File: src/rtl/tmr_bank_pkg.sv
// Shared constants and types for the timer bank.
// Assumes a byte-addressed bus with 32-byte channel windows.
package tmr_bank_pkg;

    localparam int WIN_LG  = 5;          // log2 of channel window size
    localparam int REV_OFF = 'h10;       // revision register offset

    typedef enum logic [2:0] {
        RG_NONE,
        RG_RUN,
        RG_RELOAD,
        RG_SAMPLE,
        RG_TALLY,
        RG_STAT,
        RG_CLR,
        RG_MASK
    } chan_reg_e;

    // Maps an in-window offset to a channel register
    function automatic chan_reg_e off_to_reg(input logic [WIN_LG-1:0] off);
        chan_reg_e r;
        case (off)
            5'h00:   r = RG_RUN;
            5'h04:   r = RG_RELOAD;
            5'h08:   r = RG_SAMPLE;
            5'h0C:   r = RG_TALLY;
            5'h10:   r = RG_STAT;
            5'h14:   r = RG_CLR;
            5'h18:   r = RG_MASK;
            default: r = RG_NONE;
        endcase
        return r;
    endfunction

endpackage

File: src/rtl/tmr_decode.sv
// Address decoder: flags the global and revision registers, selects one
// channel window and names the register addressed inside it.
// Assumes channel i sits in window i+1 and N_CH+1 fits the window index.
module tmr_decode #(
    parameter int N_CH   = 4,
    parameter int ADDR_W = 8
) (
    input  logic [ADDR_W-1:0]           addr,
    output logic                        glb_hit,
    output logic                        rev_hit,
    output logic [N_CH-1:0]             ch_hit,
    output tmr_bank_pkg::chan_reg_e     ch_reg
);
    import tmr_bank_pkg::*;

    localparam int IDX_W = ADDR_W - WIN_LG;

    logic [IDX_W-1:0] win;

    // Split the address into window index and in-window offset
    always_comb begin
        win     = addr[ADDR_W-1:WIN_LG];
        glb_hit = (addr == '0);
        rev_hit = (addr == ADDR_W'(REV_OFF));
        ch_reg  = off_to_reg(addr[WIN_LG-1:0]);
    end

    for (genvar i = 0; i < N_CH; i++) begin : g_hit
        // One window comparator per channel
        assign ch_hit[i] = (win == IDX_W'(i + 1));
    end

endmodule

File: src/rtl/tmr_chan.sv
// One timer channel: run bit, reload, down-counter with wrap, underflow
// tally, read-triggered sample latch, status/clear/mask interrupt.
// Assumes wr_en and rd_en are already qualified by this channel's window hit.
module tmr_chan #(
    parameter int W = 32
) (
    input  logic                    clk,
    input  logic                    rst_n,
    input  logic                    glb_run,
    input  logic                    wr_en,
    input  logic                    rd_en,
    input  tmr_bank_pkg::chan_reg_e reg_sel,
    input  logic [W-1:0]            wdata,
    output logic [W-1:0]            rdata,
    output logic                    irq
);
    import tmr_bank_pkg::*;

    logic         run_q;
    logic [W-1:0] reload_q;
    logic [W-1:0] cnt_q;
    logic [W-1:0] tally_q;
    logic [W-1:0] sample_q;
    logic         stat_q;
    logic         mask_q;

    logic active;
    logic start;
    logic wrap;
    logic clr_hit;

    // Control terms for this cycle
    always_comb begin
        active  = glb_run && run_q;
        start   = wr_en && (reg_sel == RG_RUN) && wdata[0] && !run_q;
        wrap    = active && (cnt_q == '0);
        clr_hit = wr_en && (reg_sel == RG_CLR) && wdata[0];
    end

    // Software-written configuration registers
    always_ff @(posedge clk) begin
        if (!rst_n) begin
            run_q    <= 1'b0;
            reload_q <= '0;
            mask_q   <= 1'b0;
        end else if (wr_en) begin
            if (reg_sel == RG_RUN)    run_q    <= wdata[0];
            if (reg_sel == RG_RELOAD) reload_q <= wdata;
            if (reg_sel == RG_MASK)   mask_q   <= wdata[0];
        end
    end

    // Down-counter: load on run rise, wrap at zero, step while active
    always_ff @(posedge clk) begin
        if (!rst_n)      cnt_q <= '0;
        else if (start)  cnt_q <= reload_q;
        else if (wrap)   cnt_q <= reload_q;
        else if (active) cnt_q <= cnt_q - W'(1);
    end

    // Underflow tally
    always_ff @(posedge clk) begin
        if (!rst_n)    tally_q <= '0;
        else if (wrap) tally_q <= tally_q + W'(1);
    end

    // Sample latch, captured by a tally read
    always_ff @(posedge clk) begin
        if (!rst_n)                                  sample_q <= '0;
        else if (rd_en && (reg_sel == RG_TALLY))     sample_q <= cnt_q;
    end

    // Status: underflow sets, clear write resets, set wins a tie
    always_ff @(posedge clk) begin
        if (!rst_n)       stat_q <= 1'b0;
        else if (wrap)    stat_q <= 1'b1;
        else if (clr_hit) stat_q <= 1'b0;
    end

    // Register read mux
    always_comb begin
        case (reg_sel)
            RG_RUN:    rdata = {{(W-1){1'b0}}, run_q};
            RG_RELOAD: rdata = reload_q;
            RG_SAMPLE: rdata = sample_q;
            RG_TALLY:  rdata = tally_q;
            RG_STAT:   rdata = {{(W-1){1'b0}}, stat_q};
            RG_MASK:   rdata = {{(W-1){1'b0}}, mask_q};
            default:   rdata = '0;
        endcase
    end

    assign irq = stat_q && mask_q;

    AST_HOLD_IDLE: assert property (@(posedge clk) disable iff (!rst_n)
        (!active && !start) |=> $stable(cnt_q));

    AST_STEP_DOWN: assert property (@(posedge clk) disable iff (!rst_n)
        (active && cnt_q != '0) |=> (cnt_q == $past(cnt_q) - W'(1)));

    AST_WRAP_RELOAD: assert property (@(posedge clk) disable iff (!rst_n)
        wrap |=> (cnt_q == $past(reload_q) && stat_q
                  && tally_q == $past(tally_q) + W'(1)));

    AST_SAMPLE_HELD: assert property (@(posedge clk) disable iff (!rst_n)
        !(rd_en && reg_sel == RG_TALLY) |=> $stable(sample_q));

    AST_CLEAR_TAKES: assert property (@(posedge clk) disable iff (!rst_n)
        (clr_hit && !wrap) |=> !stat_q);

endmodule

File: src/rtl/tmr_bank.sv
// Timer bank top: global run bit, revision constant, address decode,
// N_CH channel instances, read-data merge and interrupt OR.
// Assumes one-cycle bus accesses with combinational read data.
module tmr_bank #(
    parameter int          N_CH   = 4,
    parameter int          W      = 32,
    parameter int          ADDR_W = 8,
    parameter logic [31:0] REV_ID = 32'h0001_0203
) (
    input  logic              clk,
    input  logic              rst_n,
    input  logic              bus_sel,
    input  logic              bus_wr,
    input  logic [ADDR_W-1:0] bus_addr,
    input  logic [W-1:0]      bus_wdata,
    output logic [W-1:0]      bus_rdata,
    output logic [N_CH-1:0]   chan_irq,
    output logic              irq_o
);
    import tmr_bank_pkg::*;

    logic            glb_hit;
    logic            rev_hit;
    logic [N_CH-1:0] ch_hit;
    chan_reg_e       ch_reg;
    logic            glb_run_q;
    logic            rd_cyc;
    logic            wr_cyc;
    logic [W-1:0]    ch_rdata [N_CH];

    assign rd_cyc = bus_sel && !bus_wr;
    assign wr_cyc = bus_sel && bus_wr;

    tmr_decode #(.N_CH(N_CH), .ADDR_W(ADDR_W)) u_decode (
        .addr    (bus_addr),
        .glb_hit (glb_hit),
        .rev_hit (rev_hit),
        .ch_hit  (ch_hit),
        .ch_reg  (ch_reg)
    );

    // Block-wide run bit
    always_ff @(posedge clk) begin
        if (!rst_n)                  glb_run_q <= 1'b0;
        else if (wr_cyc && glb_hit)  glb_run_q <= bus_wdata[0];
    end

    for (genvar i = 0; i < N_CH; i++) begin : g_ch
        tmr_chan #(.W(W)) u_chan (
            .clk     (clk),
            .rst_n   (rst_n),
            .glb_run (glb_run_q),
            .wr_en   (wr_cyc && ch_hit[i]),
            .rd_en   (rd_cyc && ch_hit[i]),
            .reg_sel (ch_reg),
            .wdata   (bus_wdata),
            .rdata   (ch_rdata[i]),
            .irq     (chan_irq[i])
        );
    end

    // Merge read data from the addressed source
    always_comb begin
        bus_rdata = '0;
        if (rd_cyc) begin
            if (glb_hit)      bus_rdata = {{(W-1){1'b0}}, glb_run_q};
            else if (rev_hit) bus_rdata = W'(REV_ID);
            for (int i = 0; i < N_CH; i++)
                if (ch_hit[i]) bus_rdata = bus_rdata | ch_rdata[i];
        end
    end

    assign irq_o = |chan_irq;

    AST_RDATA_QUIET: assert property (@(posedge clk) disable iff (!rst_n)
        !rd_cyc |-> (bus_rdata == '0));

    AST_IRQ_ANY: assert property (@(posedge clk) disable iff (!rst_n)
        (chan_irq != '0) |-> irq_o);

endmodule

File: config.mk
export PLATFORM = sky130hd
export DESIGN_NAME = tmr_bank
export DESIGN_NICKNAME = d
export VERILOG_FILES = /design/src/rtl/tmr_bank_pkg.sv /design/src/rtl/tmr_decode.sv /design/src/rtl/tmr_chan.sv /design/src/rtl/tmr_bank.sv
export SDC_FILE = /design/constraint.sdc
export NUM_CORES = 1
export LEC_CHECK = 0
export CORE_MARGIN = 10
export CORE_UTILIZATION = 50
export CTS_CLUSTER_SIZE = 24
export DETAILED_ROUTE_END_ITERATION = 6
export PLACE_DENSITY = 0.64
export SYNTH_ARGS = -nofsm -noshare
export SYNTH_HDL_FRONTEND = slang
export SYNTH_SLANG_ARGS = --single-unit
File: constraint.sdc
create_clock -name clk -period 9 [get_ports clk]
set_clock_uncertainty 0.2 [all_clocks]
set_input_delay 1.8 -clock clk [delete_from_list [all_inputs] [get_ports clk]]
set_output_delay 1.8 -clock clk [all_outputs]
set_load 0.01 [all_outputs]
==> run_results.csv <==
group,metric,value,unit
status,status,"finished clean",
clock_tree,tritoncts,"yes",
timing,relSlewSlack,0.0954,
synth,synthArstFlopShare,0,
global_routing,grt_pass1_wl,164,mm
place,hpwl,81.3,mm
synth,synth_top_area_frac,0.394,
timing,maxSlewViolCount,0,
floorplan,io_pins,81,
route,num_vias,27400,
layout,fin_cells,4135,
synth,ys_warn_count,0,
global_routing,grt_max_degree,191,
place,dpl.cell_count,4034,
floorplan,start_util,0.507,
clock_tree,numCtsBuffers,56,
synth,synth_top_cells_by_count,"nand2_1 (687), dfxtp_1 (525), a21oi_1 (397), nor2_1 (284), clkbuf_1 (230)",
job,drv_cap,0,
floorplan,die_area,63000,µm²
synth,synth_area,26700,µm²
synth,yosys.area.top_type,"dfxtp_1",
critical_path,worstSetupPathType,"in -> out",
clock_tree,cts_resized,0,
global_routing,grt_overflow,0,
floorplan,die_h,251,µm
route,drt-met1-wl,45.4,mm
timing,worst_pin_slew,1350,ps
synth,synth_fp_nets,3514,
timing,rsz0062_at_grt,"no",
synth,synth-edff-count,0,
synth,ys_types,81,
layout,nFillCells,4972,
synth,synth-seq-cells,525,
timing,setup-violations-final,0,
power_and_ir_drop,pwr_density_cell,165,nW/µm²
timing,fin_crit,7490,ps
layout,nNetsFinal,3456,
power_and_ir_drop,combPwrFrac,0.032,
critical_path,arrival,5490,ps
global_routing,grt_pass1_vias,24700,
clock_tree,clock-sinks,525,
layout,num_antenna_cells,0,
floorplan,die_w,251,µm
route,top_layer_used,"met5",
timing,tns,0,ps
layout,syn_to_final_growth,11.6,%
place,routabilityCongestion,1.01,
clock_tree,ctsHtreeMaxLevel,2,
floorplan,design.core.area,52700,µm²
power_and_ir_drop,p_clk_frac,0.494,
route,wl_met3,12.5,mm
global_routing,grt.total_usage,0.336,
layout,drive_gt1_frac,0.0899,
power_and_ir_drop,pwr-share-seq,0.475,
critical_path,start_kind,"input pin",
timing,fmax,133,MHz
floorplan,rows,84,
route,first_iter_violations,3586,
power_and_ir_drop,p_switching,1.12,mW
route,antenna_left,0,
synth,syn_avg_cell_area,7.71,µm²
route,wirelength,112,mm
clock_tree,clockBufferDepth,3,
power_and_ir_drop,total_leakage_power,9.74,nW
synth,yosysMostFrequentCell,"nand2_1",
clock_tree,cts_setup_buffers,0,
timing,hold_violations,0,
layout,fin_area,29800,µm²
synth,ys_seq_area_frac,0.394,
route,drc_errors,0,
synth,syn_inst,3462,
route,drt-pass1-iter-count,6,
min_path,hp-class,"reg -> reg",
place,placed_area,27900,µm²
synth,synth_area_leaders,"dfxtp_1 (39%), nand2_1 (9.7%), a21oi_1 (7.4%), mux2_2 (5.2%), nor2_1 (4.0%)",
critical_path,crit_path_end_kind,"output pin",
clock_tree,postCtsHoldBufs,0,
route,wl_met2,48.1,mm
timing,finalCritPeriodShare,0.832,
route,vias_per_cell,6.64,
route,wl_per_cell,27.0,µm
power_and_ir_drop,internal-power,3.78,mW
clock_tree,clock-root-buffer,"clkbuf_16",
clock_tree,clk-insertion-delay-late,630,ps
power_and_ir_drop,switching_share,0.229,
place,port-buffer-count,80,
power_and_ir_drop,vdd.ir_drop.worst,142,µV
critical_path,required,7000,ps
global_routing,antenna_found_initial,3,
critical_path,crit_fanout,83,
clock_tree,clkTransAtPathRegs,60,ps
timing,whs,250,ps
synth,ys.flop_type,"dfxtp_1",
cell type report:
class,instances,area (µm²),area share
clock buffers,83,1660,0.0559
flip-flops and latches,525,10500,0.353
clock inverters,18,230,0.00773
multi-input cells,2655,15100,0.509
repair buffers,130,1220,0.0411
well taps,688,861,0.0289
inverters,36,143,0.00479
per-stage QoR:
stage,setup slack [ps],utilization,power (mW)
CTS,1600,0.565,4.91
detailed placement,1600,0.529,2.53
finish,1510,0.565,4.90
global route,1340,0.565,5.01
global placement,1690,0.529,2.53
floorplan,3450,-,2.46
critical path, cell delays in order:
cell	delay, ps
clkdlybuf4s50_1	620
nor3_1	590
and2_4	650
buf_12	400
a22oi_1	160
o22ai_1	250
nor2_1	80
nor2_1	250
clkdlybuf4s50_1	610
routing by layer:
| layer | vias to the layer above | track usage |
|---|---|---|
| li1 | 12400 | - |
| met1 | 13200 | 0.450 |
| met2 | 1627 | 0.504 |
| met3 | 256 | 0.0798 |
| met4 | 2 | 0.156 |
| met5 | - | 0 |
path summary, 6_finish.rpt:
check,startpoint,slack [ps],depth (start not counted),to
worst min register to register,g_ch[2].u_chan.sample_q[10],250,2,g_ch[2].u_chan.sample_q[10]
worst max-delay path,bus_addr[4],1510,9,bus_rdata[30]
worst min-delay path,g_ch[2].u_chan.sample_q[10],250,2,g_ch[2].u_chan.sample_q[10]
worst max register to register,g_ch[1].u_chan.cnt_q[14],4530,6,g_ch[1].u_chan.cnt_q[30]
cell families (layout without fill, tap and decap cells):
kind of cell | after synthesis | after routing | synth area share
xor+xnor | 111 | 111 | 0.0364
flops | 525 | 525 | 0.394
compound gates | 866 | 866 | 0.197
simple gates | 1522 | 1522 | 0.266
fa+ha+maj | 8 | 8 | 0.00375
mux | 148 | 148 | 0.0613
buf+inv | 282 | 267 | 0.0409
power groups by stage:
stage	logic [mW]	clock network, mW	registers [mW]
after floorplan	0.0798	0	2.38
after global placement	0.149	0	2.38
after detailed placement	0.151	0	2.38
after CTS	0.151	2.43	2.33
after global routing	0.160	2.52	2.32
final	0.157	2.42	2.33
state kept, by name, summed over array words and instances, names as in the netlist:
| signal | count |
|---|---|
| g_ch.u_chan.run_q | 4 |
| g_ch.u_chan.mask_q | 4 |
| g_ch.u_chan.tally_q | 128 |
| g_ch.u_chan.sample_q | 128 |
| g_ch.u_chan.cnt_q | 128 |
| g_ch.u_chan.reload_q | 128 |
| glb_run_q | 1 |
| g_ch.u_chan.stat_q | 4 |
layout by cell type, fill, tap and decap left out, types with 34 or more instances in the layout:
cell / n
a21oi_1: 397
a22oi_1: 130
a31oi_1: 34
buf_4: 47
clkbuf_16: 57
clkdlybuf4s50_1: 78
dfxtp_1: 525
inv_1: 35
mux2_2: 124
nand2_1: 687
nand3_1: 104
nand4_1: 79
nor2_1: 277
nor3_1: 90
nor4_1: 79
o21ai_0: 100
o22ai_1: 64
or3_1: 41
xnor2_1: 59
xor2_1: 52
(Power assumes the default switching activity.)
